==> config.mk <==
export PLATFORM = sky130hd
export DESIGN_NAME = sar_sequencer
export DESIGN_NICKNAME = d
export VERILOG_FILES = /design/src/rtl/sar_seq_pkg.sv /design/src/rtl/sar_clk_div.sv /design/src/rtl/sar_track_timer.sv /design/src/rtl/sar_bit_engine.sv /design/src/rtl/sar_sequencer.sv
export SDC_FILE = /design/constraint.sdc
export NUM_CORES = 1
export LEC_CHECK = 0
export BUFFER_PORTS_ARGS = -buffer_cell sky130_fd_sc_hd__buf_2
export CELL_PAD_IN_SITES_DETAIL_PLACEMENT = 0
export CELL_PAD_IN_SITES_GLOBAL_PLACEMENT = 1
export CORE_ASPECT_RATIO = 2
export CORE_MARGIN = 5
export CORE_UTILIZATION = 39
export DETAILED_ROUTE_END_ITERATION = 8
export GPL_TIMING_DRIVEN = 0
export PLACE_DENSITY = 0.73
export SLEW_MARGIN = 15
export SYNTH_ARGS = -nofsm -noshare
export SYNTH_HDL_FRONTEND = slang
export SYNTH_SLANG_ARGS = --single-unit
==> constraint.sdc <==
create_clock -name clk -period 1.6 [get_ports clk]
set_input_delay 0.08 -clock clk [delete_from_list [all_inputs] [get_ports clk]]
set_output_delay 0.08 -clock clk [all_outputs]
set_load 0.02 [all_outputs]
==> src/rtl/sar_seq_pkg.sv <==
package sar_seq_pkg;
  typedef enum logic [1:0] {ST_IDLE = 2'd0, ST_TRACK = 2'd1, ST_CONV = 2'd2} seq_state_e;
  typedef enum logic [1:0] {PH_OPEN = 2'd0, PH_BITS = 2'd1, PH_CLOSE = 2'd2} conv_phase_e;
  localparam logic [1:0] MODE_POST = 2'b01;
  localparam logic [1:0] MODE_DUAL = 2'b11;
endpackage

==> src/rtl/sar_clk_div.sv <==
module sar_clk_div #(
  parameter int DIV_W = 3
) (
  input  logic             clk,
  input  logic             rst_n,
  input  logic             restart,
  input  logic             run,
  input  logic [DIV_W-1:0] div,
  output logic             sar_clk,
  output logic             tick
);
  localparam int CW = DIV_W + 1;
  logic [DIV_W-1:0] cnt;
  logic [CW-1:0]    half;

  always_ff @(posedge clk or negedge rst_n) begin
    if (!rst_n)       cnt <= '0;
    else if (restart) cnt <= '0;
    else if (run)     cnt <= (cnt == div) ? '0 : cnt + 1'b1;
  end

  assign half    = ({1'b0, div} + CW'(2)) >> 1;
  assign tick    = run && (cnt == div);
  assign sar_clk = run && ({1'b0, cnt} < half);

  p_clk_quiet_r6: assert property (@(posedge clk) disable iff (!rst_n)
    !run |-> !sar_clk);
endmodule

==> src/rtl/sar_track_timer.sv <==
module sar_track_timer #(
  parameter int TRK_W = 4
) (
  input  logic             clk,
  input  logic             rst_n,
  input  logic             load,
  input  logic             active,
  input  logic [TRK_W-1:0] trk,
  output logic             expire
);
  localparam int TW = TRK_W + 1;
  logic [TW-1:0] cnt;

  always_ff @(posedge clk or negedge rst_n) begin
    if (!rst_n)                     cnt <= '0;
    else if (load)                  cnt <= {1'b0, trk} + TW'(1);
    else if (active && cnt != '0)   cnt <= cnt - 1'b1;
  end

  assign expire = (cnt == '0);

  p_timer_counts_r3: assert property (@(posedge clk) disable iff (!rst_n)
    (active && !load && !expire) |=> (cnt == $past(cnt) - 1'b1));
endmodule

==> src/rtl/sar_bit_engine.sv <==
module sar_bit_engine #(
  parameter int NBITS = 13
) (
  input  logic             clk,
  input  logic             rst_n,
  input  logic             restart,
  input  logic             tick,
  input  logic             finish,
  input  logic             cmp,
  output logic [NBITS-1:0] trial,
  output logic             last,
  output logic             done,
  output logic [NBITS-1:0] result
);
  localparam int IW = $clog2(NBITS);
  logic [IW-1:0]    bidx;
  logic [NBITS-1:0] work;

  always_ff @(posedge clk or negedge rst_n) begin
    if (!rst_n) begin
      bidx <= IW'(NBITS - 1);
      work <= '0;
    end else if (restart) begin
      bidx <= IW'(NBITS - 1);
      work <= '0;
    end else if (tick) begin
      work[bidx] <= cmp;
      if (bidx != '0) bidx <= bidx - 1'b1;
    end
  end

  always_ff @(posedge clk or negedge rst_n) begin
    if (!rst_n) begin
      done   <= 1'b0;
      result <= '0;
    end else begin
      done <= finish;
      if (finish) result <= work;
    end
  end

  assign trial = tick ? (NBITS'(1) << bidx) : '0;
  assign last  = tick && (bidx == '0);

  p_trial_onehot_r5: assert property (@(posedge clk) disable iff (!rst_n)
    $onehot0(trial));
  p_done_single_r7: assert property (@(posedge clk) disable iff (!rst_n)
    done |=> !done);
  p_result_hold_r7: assert property (@(posedge clk) disable iff (!rst_n)
    !done |-> $stable(result));
endmodule

==> src/rtl/sar_sequencer.sv <==
module sar_sequencer
  import sar_seq_pkg::*;
#(
  parameter int NBITS = 13,
  parameter int TRK_W = 4,
  parameter int DIV_W = 3
) (
  input  logic             clk,
  input  logic             rst_n,
  input  logic             start_i,
  input  logic [1:0]       mode_i,
  input  logic [TRK_W-1:0] trk_time_i,
  input  logic [DIV_W-1:0] sar_div_i,
  input  logic             sw_track_i,
  input  logic             cmp_i,
  output logic             track_o,
  output logic             sar_clk_o,
  output logic [NBITS-1:0] trial_o,
  output logic             done_o,
  output logic [NBITS-1:0] result_o
);
  seq_state_e       state;
  conv_phase_e      ph;
  logic [DIV_W-1:0] div_q;
  logic             accept, timed, trk_expire, restart, run, tick, last_bit, finish;

  assign accept  = (state == ST_IDLE) && start_i;
  assign timed   = mode_i[0];
  assign restart = (state == ST_CONV) && (ph == PH_OPEN);
  assign run     = (state == ST_CONV) && (ph == PH_BITS);
  assign finish  = (state == ST_CONV) && (ph == PH_CLOSE);

  always_ff @(posedge clk or negedge rst_n) begin
    if (!rst_n) begin
      state <= ST_IDLE;
      ph    <= PH_OPEN;
      div_q <= '0;
    end else begin
      unique case (state)
        ST_IDLE: if (start_i) begin
          div_q <= sar_div_i;
          ph    <= PH_OPEN;
          state <= timed ? ST_TRACK : ST_CONV;
        end
        ST_TRACK: if (trk_expire) begin
          state <= ST_CONV;
          ph    <= PH_OPEN;
        end
        ST_CONV: unique case (ph)
          PH_OPEN:  ph <= PH_BITS;
          PH_BITS:  if (last_bit) ph <= PH_CLOSE;
          default:  begin
            ph    <= PH_OPEN;
            state <= ST_IDLE;
          end
        endcase
        default: state <= ST_IDLE;
      endcase
    end
  end

  always_comb begin
    unique case (state)
      ST_TRACK: track_o = 1'b1;
      ST_CONV:  track_o = 1'b0;
      default: begin
        if (mode_i == MODE_POST)      track_o = 1'b0;
        else if (mode_i == MODE_DUAL) track_o = 1'b1;
        else                          track_o = sw_track_i;
      end
    endcase
  end

  sar_track_timer #(.TRK_W(TRK_W)) u_timer (
    .clk(clk), .rst_n(rst_n),
    .load(accept && timed), .active(state == ST_TRACK),
    .trk(trk_time_i), .expire(trk_expire)
  );

  sar_clk_div #(.DIV_W(DIV_W)) u_div (
    .clk(clk), .rst_n(rst_n), .restart(restart), .run(run),
    .div(div_q), .sar_clk(sar_clk_o), .tick(tick)
  );

  sar_bit_engine #(.NBITS(NBITS)) u_bits (
    .clk(clk), .rst_n(rst_n), .restart(restart), .tick(tick),
    .finish(finish), .cmp(cmp_i), .trial(trial_o), .last(last_bit),
    .done(done_o), .result(result_o)
  );

  p_state_legal_r1: assert property (@(posedge clk) disable iff (!rst_n)
    state inside {ST_IDLE, ST_TRACK, ST_CONV});
  p_open_in_conv_r4: assert property (@(posedge clk) disable iff (!rst_n)
    (state == ST_CONV) |-> !track_o);
  p_start_ignored_r8: assert property (@(posedge clk) disable iff (!rst_n)
    (state == ST_CONV && ph != PH_CLOSE && start_i) |=> (state == ST_CONV));
  p_div_held_r9: assert property (@(posedge clk) disable iff (!rst_n)
    (state != ST_IDLE) |=> $stable(div_q));
endmodule

==> results of run 1 <==
## per-layer routing
layer	GRT usage [%]	wire length, um
met5	0	0
met4	6.23	108
met3	3.02	216
met2	30.7	3480
met1	16.1	2110
## registers in the layout, indices dropped and copies added (netlist names)
register	flops
u_div.cnt	3
u_bits.result	13
ph	2
u_bits.done	1
u_bits.bidx	4
state	2
div_q	3
u_timer.cnt	5
u_bits.work	13
## cell families after synthesis
family	after synthesis	share of synthesized area, %
simple gates	111	22.3
flops	46	46.6
compound gates	25	7.28
mux	24	10.1
buf+inv	20	3.64
fa+ha+maj	15	7.59
xor+xnor	7	2.48
## stage by stage
stage | instance area [um2] | power [mW]
after CTS | 3240 | 4.87
after floorplan | 2550 | 2.90
final | 3480 | 5.10
after global routing | 3480 | 5.46
after detailed placement | 2870 | 3.37
after global placement | 2870 | 3.31
## final timing paths
path                                                     from                            end  slack, ns  cells after the start
worst max-delay path                     div_q[2]$_DFFE_PN0P_                      sar_clk_o      -0.27                      7
worst min-delay path                            trk_time_i[0]     u_timer.cnt[0]$_DFFE_PN0P_     0.0008                      2
worst max register to register           state[0]$_DFFE_PN0P_     u_bits.work[0]$_DFFE_PN0P_      -0.19                      7
worst min register to register  u_bits.result[11]$_DFFE_PN0P_  u_bits.result[11]$_DFFE_PN0P_       0.47                      2
max in group asynchronous                               rst_n       u_div.cnt[0]$_DFFE_PN0P_       0.82                      2
min in group asynchronous                               rst_n           state[0]$_DFFE_PN0P_       0.34                      2
## placed cells by master (no fill, tap or decap), drive strengths merged, types with 3 or more instances in the layout
master	synthesis	final
inv	11	10
ha	15	15
a31oi	3	3
nor3	9	9
nand2b	4	4
o21ai	10	10
and3	10	10
xor2	4	4
nand2	64	64
xnor2	3	3
buf	6	71
nor2b	3	3
o211ai	3	3
clkbuf	3	9
nor2	5	5
mux2i	17	17
dfrtp	44	44
mux2	7	7
o31ai	3	3
nand3	7	7
## where the power goes
| group | internal, mW | switching [mW] |
|---|---|---|
| combinational | 1.08 | 1.22 |
| clock | 0.738 | 0.437 |
| sequential | 1.41 | 0.231 |
## final cells by class
type	count	area share [%]
Buffer	6	1.55
Clock buffer	6	3.71
Clock inverter	2	1.08
Inverter	11	1.30
Multi-Input combinational cell	182	41.5
Sequential cell	46	33.3
Tap cell	86	3.09
Timing Repair Buffer	69	14.5
## worst register-to-register path, cell delays in order (launching register included)
cell and delay (ns):
dfrtp_1 0.39, inv_2 0.08, ha_4 0.16, nand3b_4 0.11, buf_6 0.14, or4_4 0.50
nor2_4 0.15, mux2i_1 0.19
## what timing repair did
item,CTS,global route
setup endpoints to repair,48,51
setup buffers,13,13
pin swaps,6,2
resized for setup,39,39
endpoints found under the hold margin,0,44
hold buffers,0,1
==> flow_metrics.tcl, run 1 <==
set metrics [dict create \
    grt_usage_pct 15.9 \
    worstSetupStartpointType "flop" \
    yosysUniqueCellTypes 44 \
    holdCritPathClass "primary input to flop" \
    htree_levels 2 \
    setup_slack_ns -0.271 \
    synth-seq-cells 46 \
    slew_headroom_pct 60.6 \
    postLayoutCoreUtil_pct 55.6 \
    detail_route.wl_per_cell_um 14.5 \
    path_clk_slew_ns 0.06 \
    cts_buffer_depth 2 \
    crit_family "adder cells" \
    netlist.area_leader.share_pct 44.5 \
    yosys_most_used_dff "dfrtp_1" \
    path_cells "ha_1, inv_1, ha_1, o21ai_1, nand2b_1, a211oi_2, buf_4" \
    timing.setup.tns_ns -4.09 \
    std_cell_rows 41 \
    num-fill-cells 601 \
    n_antenna_cell 0 \
    fp.dieH_um 123 \
    antenna_found_initial 0 \
    first_pass_iters 4 \
    syn_avg_cell_area_um2 9.97 \
    fin_skew_ns 0.00763 \
    cts_made_buffers 5 \
    ant_nets 0 \
    layout_min_cycle_time_ns 1.87 \
    seq_area_frac_synth_pct 46.6 \
    status "finished, violations left" \
    grt_pass1_vias 1999 \
    instances_no_fill 408 \
    worstMarginPinSlew_ns 0.590 \
    synth.top_cells.by_count "nand2_1, dfrtp_1, mux2i_1, ha_1, inv_1" \
    cts_tree "built" \
    synth_top_area_cell "dfrtp_1" \
    io_pins 43 \
    worstPathRequired_ns 1.52 \
    gp_congestion 0.787 \
    ys_async_sr_fraction_pct 100 \
    slew_violations 0 \
    dieArea_um2 8130 \
    rsz0062_at_grt "true" \
    start_util_pct 39.5 \
    io_buffers 42 \
    power_per_cell_area_nw_per_um2 1470 \
    syn_to_final_growth_pct 40.6 \
    drt_iter0_markers 67 \
    violations "setup timing" \
    synth_edf_count 0 \
    min_period_over_period_pct 117 \
    crit_path_frequent_cell "ha_1" \
    yosysMostFrequentCell "nand2_1" \
    cpMaxStageDelayCell "dfrtp_1" \
    post-dp-hpwl_mm 4.33 \
    crit_type "flop to primary output" \
    multiInputGateArea_um2 1440 \
    hold_ws_ns 0.000769 \
    netlist_area_um2 2470 \
    routed-via-count 2018 \
    cp_num_buf_inv 2 \
    report.final.setup_viol 25 \
    syn_nets 277 \
    fmax_mhz 534 \
    place_inst 376 \
    cts_root_buf "clkbuf_16" \
    arrival_ns 1.79 \
    seq_area_um2 1160 \
    synth.area.top_cells "dfrtp_1, nand2_1, ha_1, mux2i_1, mux2_2" \
    drv_cap 0 \
    gr-total-overflow 0 \
    vdd_ir_drop_max_v 0.000910 \
    synth_warnings 0 \
    clock_latency_ns 0.29 \
    die_w_um 66.3 \
    end_kind "primary output" \
    synthesis.instances 248 \
    nets 350 \
    cts.sinks 46 \
    path_max_fanout 3 \
    viasPerCell 4.95 \
    drive_gt1_share_pct 43.5 \
    wirelength_mm 5.92 \
    fp.coreArea_um2 6260 \
    route.detailed.drc 0 \
    grt_pass1_wl_mm 9.80 \
    final_hold_viol_count 0 \
    grt_max_degree 47 \
    pre_cts_slack_ns -0.310 \
    leakagePower_nw 1.65 \
    max_stage_delay_ns 0.41 \
]
Note: power is estimated with default switching activity, not from simulation.
==> run 2, diff against run 1 <==
--- a/config.mk
+++ b/config.mk
@@ -14,6 +14,7 @@
 export DETAILED_ROUTE_END_ITERATION = 8
 export GPL_TIMING_DRIVEN = 0
 export PLACE_DENSITY = 0.73
+export SETUP_SLACK_MARGIN = 0.4
 export SLEW_MARGIN = 15
 export SYNTH_ARGS = -nofsm -noshare
 export SYNTH_HDL_FRONTEND = slang
==> run 2 against run 1 <==
  * The run still ends with setup timing left
  * Global-route usage rose by 0.87 points
  * Critical path depth fell by 2
  * Combinational power rose by 45%
  * Clock power barely moved
  * Sequential cell count did not move
  * Cell count rose by 6.1%
  * Hold slack improved by 0.025 ns
  * First-iteration DRC count rose by 61%
  * Count of clock-buffer cells in the layout did not move
  * Sequential share of layout area fell by 4.8 points
  * Highest routed layer unchanged
==> flow_metrics.tcl, run 2 (synthesized netlist as in run 1, its figures left out) <==
set metrics [dict create \
    final_hold_viol_count 0 \
    cts_buffer_depth 2 \
    slew_violations 0 \
    routed-via-count 2114 \
    layout_min_cycle_time_ns 1.92 \
    grtUsageMet1_pct 14.4 \
    pre_cts_slack_ns -0.331 \
    crit_type "flop to primary output" \
    end_kind "primary output" \
    io_pins 43 \
    busiest_layer "met2" \
    clock_latency_ns 0.29 \
    fin_skew_ns 0.00571 \
    final_cell_mix "buf_6, nand2_1, dfrtp_1, buf_2" \
    gr-total-overflow 0 \
    grt_pass1_vias 2075 \
    wirelength_mm 6.58 \
    rsz0062_at_grt "true" \
    min_period_over_period_pct 120 \
    htree_levels 2 \
    num-fill-cells 520 \
    arrival_ns 1.84 \
    vdd_ir_drop_max_v 0.00106 \
    fp.coreArea_um2 6260 \
    worstRegToRegCells 8 \
    path_clk_slew_ns 0.06 \
    die_w_um 66.3 \
    leakagePower_nw 1.93 \
    postLayoutCoreUtil_pct 64.9 \
    worstPathRequired_ns 1.52 \
    cts.sinks 46 \
    drv_cap 0 \
    path_max_fanout 4 \
    post-dp-hpwl_mm 4.34 \
    power_per_cell_area_nw_per_um2 1520 \
    nets 375 \
    grt_max_degree 47 \
    report.final.setup_viol 34 \
    detail_route.wl_per_cell_um 15.2 \
    drt_iter0_markers 108 \
    antenna_found_initial 0 \
    fmax_mhz 522 \
    drive_gt1_share_pct 56.8 \
    worstMarginPinSlew_ns 0.595 \
    cts_root_buf "clkbuf_16" \
    cts_made_buffers 5 \
    slew_headroom_pct 60.3 \
    reg_top3 "u_bits.result (13), u_bits.work (13), u_timer.cnt (5)" \
    hold_ws_ns 0.0254 \
    grt_pass1_wl_mm 10.1 \
    fp.dieH_um 123 \
    route.detailed.drc 0 \
    final_common_cell "buf_6" \
    holdCritPathClass "primary input to flop" \
    grtUsageMet2_pct 35.2 \
    cts_tree "built" \
    grt_usage_pct 16.8 \
    setup_slack_ns -0.315 \
    grtUsageMet3_pct 3.02 \
    first_pass_iters 4 \
    n_antenna_cell 0 \
    dieArea_um2 8130 \
    viasPerCell 4.88 \
    std_cell_rows 41 \
    ant_nets 0 \
    worstSetupStartpointType "flop" \
    status "finished, violations left" \
    gp_congestion 0.743 \
    io_buffers 42 \
    hold_depth 2 \
    violations "setup timing" \
    start_util_pct 39.5 \
    syn_to_final_growth_pct 64.1 \
]
[run 2: per-layer routing]
metal	vias to the layer above	share of wire, %
met5	-	0
met4	0	2.1
met1	1030	32
met3	8	3.4
met2	38	62
li1	1038	-
[run 2: timing repair]
action	CTS	global route
gates cloned	2	0
pin swaps	14	19
hold buffers	1	1
gates resized for setup	90	62
buffers inserted	29	16
endpoints found under the hold margin	1	44
endpoints found under the setup margin	61	61
[run 2: area by class of cell]
class                   count  area (um2)  area share (%)
inverters                  11        56.3            1.39
plain buffers               9         104            2.56
clock inverters             2        37.5           0.925
clock buffers               6         129            3.17
repair buffers             91         805            19.8
multi-input cells         182        1670            41.0
flip-flops and latches     46        1160            28.5
well taps                  86         108            2.65
[run 2: final timing paths]
kind | to | slack [ns] | from
max reg2reg | u_bits.work[0]$_DFFE_PN0P_ | -0.26 | state[0]$_DFFE_PN0P_
min in group asynchronous | u_bits.result[2]$_DFFE_PN0P_ | 0.34 | rst_n
min reg2reg | u_bits.result[1]$_DFFE_PN0P_ | 0.46 | u_bits.result[1]$_DFFE_PN0P_
max | trial_o[1] | -0.32 | div_q[0]$_DFFE_PN0P_
max in group asynchronous | u_div.cnt[0]$_DFFE_PN0P_ | 0.83 | rst_n
min | div_q[2]$_DFFE_PN0P_ | 0.03 | sar_div_i[2]
[run 2: power by group]
part,internal [mW],total [mW],switching [mW]
clock,0.738,1.18,0.446
combinational,1.69,3.31,1.62
sequential,1.40,1.66,0.261
[run 2: stage by stage]
step                power, mW  std cells  setup TNS, ns  cell area (um2)
floorplan                3.03        248         -0.807             2640
global placement         3.46        376          -5.85             2960
detailed placement       3.49        376          -6.52             2960
CTS                      5.56        416          -7.83             3720
global route             6.51        433          -9.20             4060
finish                   6.15        433          -7.02             4060
[run 2: critical path, cell delays in order, from the launching register on]
cell	delay [ns]
dfrtp_2	0.44
xor2_4	0.21
nor4_4	0.38
buf_4	0.19
and3_4	0.21
buf_6	0.12
==> run 3, diff against run 2 <==
--- a/config.mk
+++ b/config.mk
@@ -5,17 +5,17 @@
 export SDC_FILE = /design/constraint.sdc
 export NUM_CORES = 1
 export LEC_CHECK = 0
+export ABC_AREA = 0
 export BUFFER_PORTS_ARGS = -buffer_cell sky130_fd_sc_hd__buf_2
 export CELL_PAD_IN_SITES_DETAIL_PLACEMENT = 0
 export CELL_PAD_IN_SITES_GLOBAL_PLACEMENT = 1
 export CORE_ASPECT_RATIO = 2
-export CORE_MARGIN = 5
+export CORE_MARGIN = 2
 export CORE_UTILIZATION = 39
 export DETAILED_ROUTE_END_ITERATION = 8
 export GPL_TIMING_DRIVEN = 0
 export PLACE_DENSITY = 0.73
 export SETUP_SLACK_MARGIN = 0.4
-export SLEW_MARGIN = 15
 export SYNTH_ARGS = -nofsm -noshare
 export SYNTH_HDL_FRONTEND = slang
 export SYNTH_SLANG_ARGS = --single-unit
==> run 3 against run 2 <==
  * The run ends with hold timing, setup timing left
  * Final area grew 2.6%
  * Global-route usage up 2.7 points
  * Sequential share of layout area down 0.68 points
  * Sequential power about the same
  * Maximum frequency is 0.31% higher
  * Routed wire length increased by 2.5%
  * Count of clock-buffer cells in the layout did not move
  * Utilization grew 2.2 points
  * Non-clock buffer count increased by 4
  * Register-to-register slack better by 0.02 ns
  * Largest power group unchanged
==> flow_metrics.tcl, run 3 (synthesized netlist as in run 1, its figures left out) <==
set metrics [dict create \
    grt_pass1_wl_mm 10.2 \
    detail_route.wl_per_cell_um 15.4 \
    worstMarginPinSlew_ns 1.08 \
    violations "hold timing, setup timing" \
    fin_skew_ns 0.00523 \
    end_kind "primary output" \
    viasPerCell 4.94 \
    wirelength_mm 6.74 \
    multiInputGateArea_um2 1700 \
    fmax_mhz 524 \
    first_pass_iters 4 \
    grt_pass1_vias 2144 \
    drt_iter0_markers 52 \
    leakagePower_nw 1.98 \
    status "finished, violations left" \
    gr-total-overflow 0 \
    rsz0062_at_grt "true" \
    n_antenna_cell 0 \
    crit_type "flop to primary output" \
    syn_to_final_growth_pct 68.3 \
    slew_violations 0 \
    num-fill-cells 462 \
    cts_made_buffers 5 \
    nets 379 \
    gp_congestion 0.794 \
    ant_nets 0 \
    cts.sinks 46 \
    die_w_um 60.3 \
    cts_root_buf "clkbuf_16" \
    min_period_over_period_pct 119 \
    cts_tree "built" \
    path_clk_slew_ns 0.07 \
    path_max_fanout 3 \
    drive_gt1_share_pct 59.5 \
    reg_top3 "u_bits.result (13), u_bits.work (13), u_timer.cnt (5)" \
    arrival_ns 1.83 \
    seq_area_um2 1160 \
    antenna_found_initial 0 \
    route.detailed.drc 0 \
    power_per_cell_area_nw_per_um2 1530 \
    htree_levels 2 \
    start_util_pct 39.9 \
    final_common_cell "buf_6" \
    cts_buffer_depth 2 \
    final_cell_mix "buf_6, nand2_1, dfrtp_1, buf_2, buf_4" \
    io_pins 43 \
    final_hold_viol_count 8 \
    post-dp-hpwl_mm 3.86 \
    worstSetupStartpointType "flop" \
    hold_ws_ns -0.0108 \
    p_total_mw 6.36 \
    worstPathRequired_ns 1.52 \
    std_cell_rows 41 \
    clock_latency_ns 0.29 \
    setup_slack_ns -0.309 \
    report.final.setup_viol 36 \
    holdCritPathClass "primary input to async pin" \
    drv_cap 0 \
    fp.coreArea_um2 6210 \
    vdd_ir_drop_max_v 0.00110 \
    io_buffers 42 \
    layout_min_cycle_time_ns 1.91 \
    timing.setup.tns_ns -6.76 \
    grt_usage_pct 19.5 \
    slew_headroom_pct 28.0 \
    grt_max_degree 47 \
    routed-via-count 2159 \
    dieArea_um2 7030 \
    fp.dieH_um 117 \
    postLayoutCoreUtil_pct 67.1 \
]
-- run 3: power breakdown --
group	switching, mW	internal, mW	leakage, nW	total [mW]
combinational	1.62	1.68	1.31	3.30
clock	0.446	0.938	0.0971	1.38
sequential	0.270	1.41	0.582	1.68
-- run 3: through the flow --
step / setup WS, ns / cells / instance area (um2)
3_3_place_gp: -0.295 / 376 / 2960
5_1_grt: -0.406 / 437 / 4160
4_1_cts: -0.398 / 412 / 3690
2_1_floorplan: -0.108 / 248 / 2640
3_5_place_dp: -0.317 / 376 / 2960
6_report: -0.309 / 437 / 4160
-- run 3: final cells by class --
| cell class | instances | share of cell area, % |
|---|---|---|
| clock buffers | 6 | 3.34 |
| clock inverters | 2 | 1.44 |
| multi-input cells | 182 | 40.8 |
| repair buffers | 95 | 20.0 |
| well taps | 86 | 2.58 |
| plain buffers | 9 | 2.73 |
| inverters | 11 | 1.29 |
| flip-flops and latches | 46 | 27.8 |
-- run 3: final timing paths --
kind,startpoint,end,slack (ns),cells past startpoint
min in group clk,sar_div_i[0],div_q[0]$_DFFE_PN0P_,0.04,2
hold reg to reg,u_bits.result[12]$_DFFE_PN0P_,u_bits.result[12]$_DFFE_PN0P_,0.46,2
hold / removal,rst_n,u_timer.cnt[4]$_DFFE_PN0P_,-0.01,1
setup / recovery,div_q[1]$_DFFE_PN0P_,sar_clk_o,-0.31,7
max in group asynchronous,rst_n,div_q[0]$_DFFE_PN0P_,0.88,1
setup reg to reg,u_div.cnt[2]$_DFFE_PN0P_,u_bits.work[0]$_DFFE_PN0P_,-0.24,6
-- run 3: timing repair --
| item | in CTS | in global routing |
|---|---|---|
| endpoints found under the hold margin | 1 | 0 |
| resized for setup | 87 | 74 |
| setup endpoints to repair | 61 | 61 |
| pin swaps | 22 | 23 |
| hold buffers | 1 | 0 |
| cloned | 3 | 0 |
| buffers inserted | 24 | 25 |
-- run 3: worst max-delay path, stage by stage, from the launching register on --
cell and delay [ns]:
dfrtp_1 0.43, ha_1 0.29, inv_1 0.04, ha_1 0.27, o21ai_1 0.07, nand2b_1 0.08
a211oi_2 0.19, buf_4 0.17
-- run 3: routing by layer --
layer	routed length, um	share of wire [%]	global-route usage, %
met4	103	1.5	7.85
met5	0	0	0
met3	132	2.0	2.99
met1	2800	42	24.5
met2	3700	55	32.7
